--- src/rtl/dtimer_pkg.sv ---
package dtimer_pkg;

    // register word indices
    localparam int A_CTRL  = 0;
    localparam int A_LOAD  = 1;
    localparam int A_COUNT = 2;
    localparam int A_CLEAR = 3;
    localparam int A_RAW   = 4;
    localparam int A_MASK  = 5;

    // control field positions
    localparam int B_EN    = 0;
    localparam int B_IEN   = 1;
    localparam int B_WIDE  = 2;
    localparam int B_PER   = 3;
    localparam int B_ONE   = 4;
    localparam int B_PS_LO = 5;

    typedef enum logic {ST_IDLE = 1'b0, ST_RUN = 1'b1} run_state_e;

    typedef enum logic [1:0] {
        PS_DIV1   = 2'd0,
        PS_DIV16  = 2'd1,
        PS_DIV256 = 2'd2,
        PS_RSVD   = 2'd3
    } psc_sel_e;

    typedef struct packed {
        psc_sel_e presc;
        logic     oneshot;
        logic     periodic;
        logic     wide;
        logic     ien;
    } ctl_t;

endpackage

--- src/rtl/dtimer_prescale.sv ---
module dtimer_prescale
    import dtimer_pkg::*;
#(
    parameter int PSC_W     = 8,
    parameter int DIV_A_LOG = 4,
    parameter int DIV_B_LOG = 8
) (
    input  logic     clk,
    input  logic     rst_n,
    input  logic     clr,
    input  logic     tick,
    input  psc_sel_e sel,
    output logic     step
);
    localparam logic [PSC_W-1:0] MASK_A = PSC_W'((1 << DIV_A_LOG) - 1);
    localparam logic [PSC_W-1:0] MASK_B = PSC_W'((1 << DIV_B_LOG) - 1);

    logic [PSC_W-1:0] psc_q;
    logic             hit;

    always_comb begin
        unique case (sel)
            PS_DIV16:  hit = (psc_q & MASK_A) == MASK_A;
            PS_DIV256: hit = (psc_q & MASK_B) == MASK_B;
            default:   hit = 1'b1;
        endcase
    end

    assign step = tick && hit;

    always_ff @(posedge clk or negedge rst_n) begin
        if (!rst_n) begin
            psc_q <= '0;
        end else if (clr) begin
            psc_q <= '0;
        end else if (tick) begin
            psc_q <= psc_q + 1'b1;
        end
    end

endmodule

--- src/rtl/dtimer_core.sv ---
module dtimer_core
    import dtimer_pkg::*;
#(
    parameter int CW = 32
) (
    input  logic          clk,
    input  logic          rst_n,
    input  logic          step,
    input  logic          reload,
    input  logic [CW-1:0] reload_val,
    input  logic          start,
    input  logic          start_en,
    input  logic          oneshot,
    input  logic [CW-1:0] wrap_val,
    input  logic [CW-1:0] cnt_mask,
    input  logic          clr_raw,
    output logic [CW-1:0] count,
    output logic          running,
    output logic          raw
);
    run_state_e    state_q, state_d;
    logic [CW-1:0] cnt_q;
    logic          raw_q;
    logic          at_zero;
    logic          advance;
    logic          expire;

    assign at_zero = (cnt_q & cnt_mask) == '0;
    assign advance = (state_q == ST_RUN) && step && !start && !reload;
    assign expire  = advance && at_zero;

    // state register
    always_ff @(posedge clk or negedge rst_n) begin
        if (!rst_n) begin
            state_q <= ST_IDLE;
        end else begin
            state_q <= state_d;
        end
    end

    // transitions: START, STOP, ONESHOT_DONE
    always_comb begin
        state_d = state_q;
        unique case (state_q)
            ST_IDLE: if (start && start_en) state_d = ST_RUN;
            ST_RUN: begin
                if (start && !start_en)      state_d = ST_IDLE;
                else if (expire && oneshot)  state_d = ST_IDLE;
            end
        endcase
    end

    // counter and raw status
    always_ff @(posedge clk or negedge rst_n) begin
        if (!rst_n) begin
            cnt_q <= '0;
            raw_q <= 1'b0;
        end else begin
            if (reload) begin
                cnt_q <= reload_val;
            end else if (advance) begin
                if (at_zero) cnt_q <= oneshot ? '0 : wrap_val;
                else         cnt_q <= (cnt_q - 1'b1) & cnt_mask;
            end
            if (expire)       raw_q <= 1'b1;
            else if (clr_raw) raw_q <= 1'b0;
        end
    end

    assign count   = cnt_q & cnt_mask;
    assign running = (state_q == ST_RUN);
    assign raw     = raw_q;

endmodule

--- src/rtl/dtimer_chan.sv ---
module dtimer_chan
    import dtimer_pkg::*;
#(
    parameter int CW        = 32,
    parameter int NW        = 16,
    parameter int AW        = 3,
    parameter int PSC_W     = 8,
    parameter int DIV_A_LOG = 4,
    parameter int DIV_B_LOG = 8
) (
    input  logic          clk,
    input  logic          rst_n,
    input  logic          tick,
    input  logic          wr_en,
    input  logic [AW-1:0] addr,
    input  logic [CW-1:0] wr_data,
    output logic [CW-1:0] rd_data,
    output logic          irq
);
    localparam logic [CW-1:0] FULL   = '1;
    localparam logic [CW-1:0] NARROW = {{(CW-NW){1'b0}}, {NW{1'b1}}};

    ctl_t          ctl_q, ctl_new;
    logic [CW-1:0] load_q;
    logic          wr_ctl, wr_ld, wr_clr;
    logic          reload;
    logic [CW-1:0] reload_val, wrap_val, cnt_mask, count;
    logic          running, raw, presc_step;

    function automatic logic [CW-1:0] limit_of(ctl_t c, logic [CW-1:0] ld);
        logic [CW-1:0] m;
        m = c.wide ? FULL : NARROW;
        return (c.periodic || c.oneshot) ? (ld & m) : m;
    endfunction

    assign wr_ctl = wr_en && (addr == AW'(A_CTRL));
    assign wr_ld  = wr_en && (addr == AW'(A_LOAD));
    assign wr_clr = wr_en && (addr == AW'(A_CLEAR));

    always_comb begin
        ctl_new.presc    = psc_sel_e'(wr_data[B_PS_LO +: 2]);
        ctl_new.oneshot  = wr_data[B_ONE];
        ctl_new.periodic = wr_data[B_PER];
        ctl_new.wide     = wr_data[B_WIDE];
        ctl_new.ien      = wr_data[B_IEN];
    end

    always_ff @(posedge clk or negedge rst_n) begin
        if (!rst_n) begin
            ctl_q  <= '{presc: PS_DIV1, oneshot: 1'b0, periodic: 1'b0,
                        wide: 1'b0, ien: 1'b1};
            load_q <= '0;
        end else begin
            if (wr_ctl) ctl_q  <= ctl_new;
            if (wr_ld)  load_q <= wr_data;
        end
    end

    assign reload     = wr_ld || (wr_ctl && wr_data[B_EN]);
    assign reload_val = wr_ld ? limit_of(ctl_q, wr_data) : limit_of(ctl_new, load_q);
    assign wrap_val   = limit_of(ctl_q, load_q);
    assign cnt_mask   = ctl_q.wide ? FULL : NARROW;

    dtimer_prescale #(
        .PSC_W(PSC_W), .DIV_A_LOG(DIV_A_LOG), .DIV_B_LOG(DIV_B_LOG)
    ) u_psc (
        .clk  (clk),
        .rst_n(rst_n),
        .clr  (wr_ld || wr_ctl || !running),
        .tick (tick),
        .sel  (ctl_q.presc),
        .step (presc_step)
    );

    dtimer_core #(.CW(CW)) u_core (
        .clk       (clk),
        .rst_n     (rst_n),
        .step      (presc_step),
        .reload    (reload),
        .reload_val(reload_val),
        .start     (wr_ctl),
        .start_en  (wr_data[B_EN]),
        .oneshot   (ctl_q.oneshot),
        .wrap_val  (wrap_val),
        .cnt_mask  (cnt_mask),
        .clr_raw   (wr_clr),
        .count     (count),
        .running   (running),
        .raw       (raw)
    );

    assign irq = raw && ctl_q.ien;

    always_comb begin
        rd_data = '0;
        unique case (addr)
            AW'(A_CTRL): begin
                rd_data[B_EN]          = running;
                rd_data[B_IEN]         = ctl_q.ien;
                rd_data[B_WIDE]        = ctl_q.wide;
                rd_data[B_PER]         = ctl_q.periodic;
                rd_data[B_ONE]         = ctl_q.oneshot;
                rd_data[B_PS_LO +: 2]  = ctl_q.presc;
            end
            AW'(A_LOAD):  rd_data = load_q;
            AW'(A_COUNT): rd_data = count;
            AW'(A_RAW):   rd_data[0] = raw;
            AW'(A_MASK):  rd_data[0] = irq;
            default:      rd_data = '0;
        endcase
    end

endmodule

--- config.mk ---
export PLATFORM = sky130hd
export DESIGN_NAME = dtimer_chan
export DESIGN_NICKNAME = d
export VERILOG_FILES = /design/src/rtl/dtimer_pkg.sv /design/src/rtl/dtimer_prescale.sv /design/src/rtl/dtimer_core.sv /design/src/rtl/dtimer_chan.sv
export SDC_FILE = /design/constraint.sdc
export NUM_CORES = 1
export LEC_CHECK = 0
export ABC_AREA = 1
export BUFFER_PORTS_ARGS = -buffer_cell sky130_fd_sc_hd__buf_2
export CORE_AREA = 2 2 120 122
export DETAILED_ROUTE_END_ITERATION = 10
export DIE_AREA = 0 0 122 124
export SYNTH_ARGS = -nofsm -noshare
export SYNTH_HDL_FRONTEND = slang
export SYNTH_SLANG_ARGS = --single-unit
--- constraint.sdc ---
create_clock -name clk -period 1.85 [get_ports clk]
set_input_delay 0.185 -clock clk [delete_from_list [all_inputs] [get_ports clk]]
set_output_delay 0.185 -clock clk [all_outputs]
set_load 0.005 [all_outputs]
==> Word-level counts from Yosys, hierarchy flattened <==
Cells that the tools add are included.
{ "word_totals": {"regBits": 80, "out_inout_bits": 33, "wordCells": 75} }
{ "classes": {"add_sub_neg": 2, "n_eq_ne": 9, "mux": 22, "bitwise_logic": 6, "reduce_logical": 26} }
{ "op_table": {"columns": ["cell", "count"], "rows": [
  ["$mux 32", 10],
  ["$and 32x32->32", 5],
  ["$pmux 25 s2", 1],
  ["$logic_not 32->1", 1],
  ["$sub 32x1->32 const B", 1],
  ["$pmux 6 s3", 1],
  ["$mux 8", 2],
  ["$logic_and 1x1->1", 12],
  ["$add 8x1->8 const B", 1],
  ["$eq 8x8->1 const B", 1],
  ["$eq 3x2->1 const B", 2],
  ["$eq 3x3->1 const B", 2],
  ["$reduce_bool 2->1", 3],
  ["$logic_or 1x1->1", 5],
  ["$mux 1", 5],
  ["$pmux 1 s5", 1],
  ["$eq 4x4->1 const B", 1],
  ["$logic_not 1->1", 4],
  ["$pmux 1 s2", 2],
  ["$eq 3x1->1 const B", 1],
  ["$logic_not 3->1", 1],
  ["$eq 2x1->1 const B", 1],
  ["$eq 2x2->1 const B", 1],
  ["$not 1->1", 1]
]} }

==> Longest topological paths before layout <==
{ "logic_depth": {"ltp_word": 11, "depth_mapped": 13, "mapped_depth_nobuf": 13} }

==> Hierarchy <==
Synthesis repeated with hierarchy kept, for this count alone.
{ "hier_totals": {"cells_unflattened": 1136, "hier_area_um2": 6710.2} }
{ "by_module_without_submodules": {"columns": ["mod", "n_inst", "cells_per_inst", "area_per_inst_um2"], "rows": [
  ["dtimer_core", 1, 603, 3301.9],
  ["dtimer_chan", 1, 468, 2906.5],
  ["dtimer_prescale", 1, 65, 501.7]
]} }

==> Worst setup path after synthesis <==
No wires, ideal clock.
{ "synth_path": {"path_kind": "reg-to-reg", "startpoint": "reg u_core.cnt_q[0]", "endpoint": "reg u_core.cnt_q[14]", "setup_time_ns": 0.113, "arrival_ns": 1.510, "slack_ns": 0.227, "stages_incl_launch_ff": 13, "cell_sequence": "dfrtp_1 -> inv_1 -> ha_1 -> nand2_1 -> nor2_2 -> nand2_2 -> nor2_4 -> nand2_8 -> buf_6 -> nand2_1 -> nand3_1 -> nand2_1 -> inv_1"} }
{ "synth_via": {"elab_chain_len": 5, "elab_cells_between_ends": 7} }
{ "synth_rtl": {"columns": ["item", "line_no", "rtl"], "rows": [
  ["start, declared", "dtimer_core.sv:22", "logic [CW-1:0] cnt_q;"],
  ["start signal, assigned", "dtimer_core.sv:60", "cnt_q <= reload_val;"],
  ["start signal, assigned", "dtimer_core.sv:62", "if (at_zero) cnt_q <= oneshot ? '0 : wrap_val;"],
  ["start signal, assigned", "dtimer_core.sv:63", "else cnt_q <= (cnt_q - 1'b1) & cnt_mask;"],
  ["$sub 32x1->32 or $and 32x32->32 (tied branches)", "dtimer_core.sv:63, dtimer_core.sv:28", null],
  ["$and 32x32->32 or $logic_not 32->1 (tied branches)", "dtimer_core.sv:63, dtimer_core.sv:28", null],
  ["$mux 32 (*)", "dtimer_core.sv:62", null],
  ["$mux 32 (*)", "dtimer_core.sv:61", "end else if (advance) begin"],
  ["$mux 32 (*)", "dtimer_core.sv:59", "if (reload) begin"]
]} }
Mark *: on every way between the ends. The rest lies on a longest branch, timed or not. The select of a mux whose other input is x is not followed.
A chain may end at the register's enable or synchronous reset.

==> Worst setup path in the final report <==
{ "layout_path": {"startpoint": "reg ctl_q[1] in the netlist's numbering", "endpoint": "reg u_core.cnt_q[29]"} }
{ "layout_via": {"elab_chain_len": 7, "elab_cells_between_ends": 13} }
{ "layout_rtl": {"columns": ["item", "line_no", "rtl"], "rows": [
  ["start, declared", "dtimer_chan.sv:23", "ctl_t ctl_q, ctl_new;"],
  ["start signal, assigned", "dtimer_chan.sv:50", "ctl_q <= '{presc: PS_DIV1, oneshot: 1'b0, periodic: 1'b0,"],
  ["start signal, assigned", "dtimer_chan.sv:54", "if (wr_ctl) ctl_q <= ctl_new;"],
  ["$mux 32 (*)", "dtimer_chan.sv:32, dtimer_chan.sv:62", null],
  ["parallel branches: the longest is 5 deep, another holds $and 32x32->32", null, null],
  ["$mux 32 (*)", "dtimer_core.sv:59", null]
]} }
Every way passes the cells marked *. The select of a mux whose other input is x is not followed.

==> results.md <==
Outcome:
- The final reports fail on setup timing.
- The flow ran to the end, but the final reports show violations.

Detailed routing:
- The post-detailed-routing wire length is 22830 µm.
- The iteration-0 DRC count of the detailed router is 708.
- The number of optimization iterations in the first detailed-route pass is 8.
- Once detail routing completed, the nets flagged for antenna violations numbered 0.
- The routed via count divided by cell count is 5.456.
- In the routed design, unresolved DRC markers number 0.
- In the final routed layout, each cell accounts on average for 17.80 µm.
- The via total after detailed routing is 6994.

STA:
- The maximum clock skew at final layout is around 0.012 ns.
- For the final routed database, the setup TNS stands at -0.3836 ns.
- The share of the clock period used by the worst path is 102.8%.
- The worst-case headroom to the max-slew limit is 62.25%.
- The number of max-slew violations in the final report is 0.
- Setup violations remaining at the end of the flow were counted as 17.
- The number of hold violations in the final report was 0.
- After layout, the minimum clock period comes to 1.902 ns.
- Setup repair after global routing could not meet its margin everywhere.
- Static timing analysis puts the maximum clock frequency at 0.5258 GHz.
- The setup slack of the critical path after layout is -0.05197 ns.
- The actual transition at the worst max-transition pin is 0.5657 ns.

Power:
- The leakage component of the power is 3.916 nW.
- VDD sags by at most 0.4482 mV.
- The internal power of the cells totals 0.004768 W.
- The portion of total power attributed to combinational logic is 47.9%.
- The switching power share of the total is a little over two fifths.
- The switching power is 0.003687 W.
- For this design the ratio of total power to cell area is 1065 nW/µm².
- The power share of the sequential group is 31.9%.
- Per report_power, the clock group accounts for 20.2% of the total.

GRT:
- The initial antenna violation count is 0.
- Entering global routing, the biggest net connects 37 pins.
- The first global-routing pass estimated 34990 µm of wire.
- The final global-route overflow total is 0.
- The via count of the first global-routing pass is ~6500.
- Global routing used 30.62% of the available tracks.

Run:
- The max-capacitance violation count is 0.

Final layout:
- The net count reported at finish is 1142.
- The number of inserted filler cells in the final layout is 1391.
- The final core utilization is 57.84%.
- The area added between synthesis and finish is 29.85%.
- The number of antenna diodes in the final layout is 0.
- Once layout is complete, the cells apart from fillers number between 1000 and 1500.
- The share of layout cells above drive strength 1 is 26.23%.

Die:
- For this configuration, the core starts out at a cell density of 44.54%.
- The full die area is about 15000 µm².
- The die width is 122 µm.
- The core area is about 14000 µm².
- From bottom edge to top edge, the die measures 124 µm.
- The total number of placement rows is 43.
- The total I/O pin count is just over 70.

Synth:
- The count of warnings emitted by yosys is 0.
- For this run, the leading register cell type out of synthesis is sky130_fd_sc_hd__dfrtp_1.
- In the synthesized netlist, mux cells make up 0% of the area.
- Of the total synthesized cell area, the portion taken by full adders, half adders and majority gates is under 10%.
- Summing the areas of all compound-gate instances in the mapped netlist gives 17.73% of the synthesized area.
- Summing every instance area after synthesis gives 6111 µm².
- The area share of the largest cell type after synthesis is 32.35%.
- The commonest cells after synthesis are sky130_fd_sc_hd__nand2_1 (280), sky130_fd_sc_hd__nor2_1 (129), sky130_fd_sc_hd__o21ai_0 (102).
- The number of distinct standard cells referenced by the synthesized netlist is 47.
- After synthesis, the share of flip-flops with an asynchronous set or reset is 100.0%.
- The number of synthesized flops with an enable pin is 0.
- Of the total synthesized cell area, the portion taken by XOR and XNOR cells is 2.580%.
- After synthesis, the largest family of logic cells by area is simple AND/OR/NAND/NOR gates.
- The portion of the post-synthesis area used by sequential elements is between 30% and 40%.
- After synthesis, the cell types taking the most area are sky130_fd_sc_hd__dfrtp_1 (32%), sky130_fd_sc_hd__nand2_1 (17%), sky130_fd_sc_hd__o21ai_0 (8.4%), sky130_fd_sc_hd__nor2_1 (7.9%), sky130_fd_sc_hd__inv_1 (5.5%).
- Synthesis produced a netlist whose cell count is 950.
- The most frequent cell after synthesis is sky130_fd_sc_hd__nand2_1.
- The average size of a mapped cell is 6.432 µm².
- When the netlist entered floorplanning its net count stood at 994.
- The register bit total from synthesis is 80.
- The dominant cell type by area after synthesis is sky130_fd_sc_hd__dfrtp_1.
- The basic-gate share of the synthesized area counting and, or, nand and nor cells is between 30% and 40%.

Critical path:
- The register-to-register path setup slack is -0.05 ns.
- The worst setup path is launched from a flip-flop.
- STA puts the critical path data required time at 2.08 ns.
- The slowest stage of the critical path is the sky130_fd_sc_hd__dfrtp_2 cell.
- Of all nets on the critical path, the largest fanout is 5.
- The most frequent cell on the critical path is sky130_fd_sc_hd__nand2_1.
- The setup path with the least slack is of type flip-flop to flip-flop.
- The sort of element at the end of the critical path is a flip-flop.
- The critical path's largest stage delay is 0.47 ns.
- At the worst endpoint, the arrival time is 2.14 ns.
- Traced cell by cell, the critical path runs through buf_12 > nand2_1 > nand2_2 > nor2_4 > nand2_2 > nor2_4 > nand2_8 > nand2_8 > inv_2 > nand2_1 > nand3_1 > nand2_1 > nand2_1.

Placed design:
- Including well taps, the total number of placed cells is 1254.
- During placement, the flow inserted port buffers numbering 71.
- The routability congestion estimate from global placement is 1.005.
- Detailed placement ended at an HPWL of 16640 µm.

Clocking:
- Clock tree synthesis inserted a total of 9 buffers.
- In this run the deepest clock path goes through 2 buffers.
- The number of H-tree levels is 3.
- After clock tree synthesis, the clock-pin slew on the worst setup and hold paths is roughly 0.070 ns.
- Clock latency on the worst-skew pair, taken at its later pin, is 0.35 ns.
- Clock tree synthesis selected as its root buffer the cell sky130_fd_sc_hd__clkbuf_16.
- The CTS tree is done.
- Counting every sink on the clock net gives 80.

Min path:
- The worst hold path belongs to the class primary input to flip-flop.
[kinds of logic after synthesis]
kind of cell,count (synthesis)
AND/OR/NAND/NOR,511
AO/OA/AOI/OAI,195
buffers and inverters,141
flip-flops,80
XOR/XNOR,18
adder cells (fa/ha/maj),5
[through the flow]
stage               hold WS (ns)  setup slack (ns)  total power, W  area, µm²
finish                   0.04491          -0.05197        0.008455       7935
CTS                      0.04368         -0.004024        0.007982       7595
detailed placement        0.1946          -0.05614        0.006215       7268
global placement          0.1922          -0.04862        0.006214       7268
global route             0.05905           -0.1964        0.008987       7935
floorplan                -0.1106            0.2275        0.004683       6111
[critical path, delay by kind of cell (launching register included)]
| family | cells | cell delay (ns) |
|---|---|---|
| buffers and inverters | 2 | 0.23 |
| and+or+nand+nor | 11 | 1.08 |
| DFF | 1 | 0.47 |
[power by group through the flow]
stage	Combinational, W	Sequential [W]	Clock (W)
after detailed placement	0.00356	0.00265	0
final	0.00405	0.00270	0.00171
after global routing	0.00445	0.00275	0.00179
after floorplan	0.00210	0.00258	0
after CTS	0.00363	0.00263	0.00173
after global placement	0.00356	0.00266	0
[final timing paths]
kind | from | endpoint | cells after the start
worst min register to register | ctl_q[0] | ctl_q[0] | 2
worst min-delay path | wr_data[22] | load_q[22] | 3
worst max register to register | ctl_q[1] | u_core.cnt_q[29] | 13
worst max-delay path | ctl_q[1] | u_core.cnt_q[29] | 13
min in group asynchronous | rst_n | load_q[22] | 2
max in group asynchronous | rst_n | u_core.cnt_q[26] | 3
[layer usage]
layer	global-route usage, %	vias to the layer above	share of wire (%)
met4	13.94	0	4.4
met3	3.342	62	7.0
li1	-	3390	-
met5	0	-	0
met1	41.20	3223	43
met2	49.76	319	46
[timing repair]
| item | 4_1_cts | 5_1_grt |
|---|---|---|
| pin swaps | 2 | 10 |
| setup endpoints to repair | 22 | 33 |
| gates resized for setup | 9 | 66 |
| gates cloned | 1 | 4 |
| buffers inserted | 1 | 6 |
| endpoints found under the hold margin | 32 | 0 |
| hold buffers | 1 | 0 |
[state kept, by name, summed over array words and instances, names as in the netlist]
signal	cells
u_core.raw	1
u_psc.psc_q	8
load_q	32
u_core.running	1
u_core.cnt_q	32
ctl_q	6
[cell type report]
cell class / instances / area, µm² / area share [%]
Timing Repair Buffer: 175 / 1282 / 16.16
Clock inverter: 6 / 43.79 / 0.5519
Sequential cell: 80 / 2004 / 25.26
Multi-Input combinational cell: 730 / 3749 / 47.24
Timing Repair inverter: 1 / 5.005 / 0.06307
Clock buffer: 9 / 225.2 / 2.838
Tap cell: 180 / 225.2 / 2.838
Inverter: 101 / 400.4 / 5.046
[layout by cell type, fill, tap and decap left out, types with 4 or more instances in the layout]
cell | netlist | final
sky130_fd_sc_hd__inv_2 | 9 | 10
sky130_fd_sc_hd__buf_4 | 6 | 90
sky130_fd_sc_hd__dfrtp_1 | 79 | 78
sky130_fd_sc_hd__buf_2 | 9 | 70
sky130_fd_sc_hd__buf_6 | 4 | 5
sky130_fd_sc_hd__nand3_1 | 47 | 44
sky130_fd_sc_hd__o21ai_0 | 102 | 102
sky130_fd_sc_hd__clkbuf_16 | 0 | 11
sky130_fd_sc_hd__buf_12 | 0 | 7
sky130_fd_sc_hd__nand4_1 | 15 | 15
sky130_fd_sc_hd__nand2_2 | 6 | 22
sky130_fd_sc_hd__o22ai_1 | 17 | 16
sky130_fd_sc_hd__nor2_4 | 3 | 7
sky130_fd_sc_hd__o21ai_1 | 18 | 17
sky130_fd_sc_hd__nor2_1 | 129 | 112
sky130_fd_sc_hd__nor2_2 | 11 | 24
sky130_fd_sc_hd__a21oi_2 | 0 | 4
sky130_fd_sc_hd__nor3_1 | 6 | 6
sky130_fd_sc_hd__inv_1 | 90 | 88
sky130_fd_sc_hd__o221ai_1 | 6 | 6
sky130_fd_sc_hd__nand2_4 | 2 | 7
sky130_fd_sc_hd__xor2_1 | 16 | 16
sky130_fd_sc_hd__a21oi_1 | 34 | 30
sky130_fd_sc_hd__nand2_1 | 280 | 259
No activity file was read; power rests on OpenSTA's default activity.
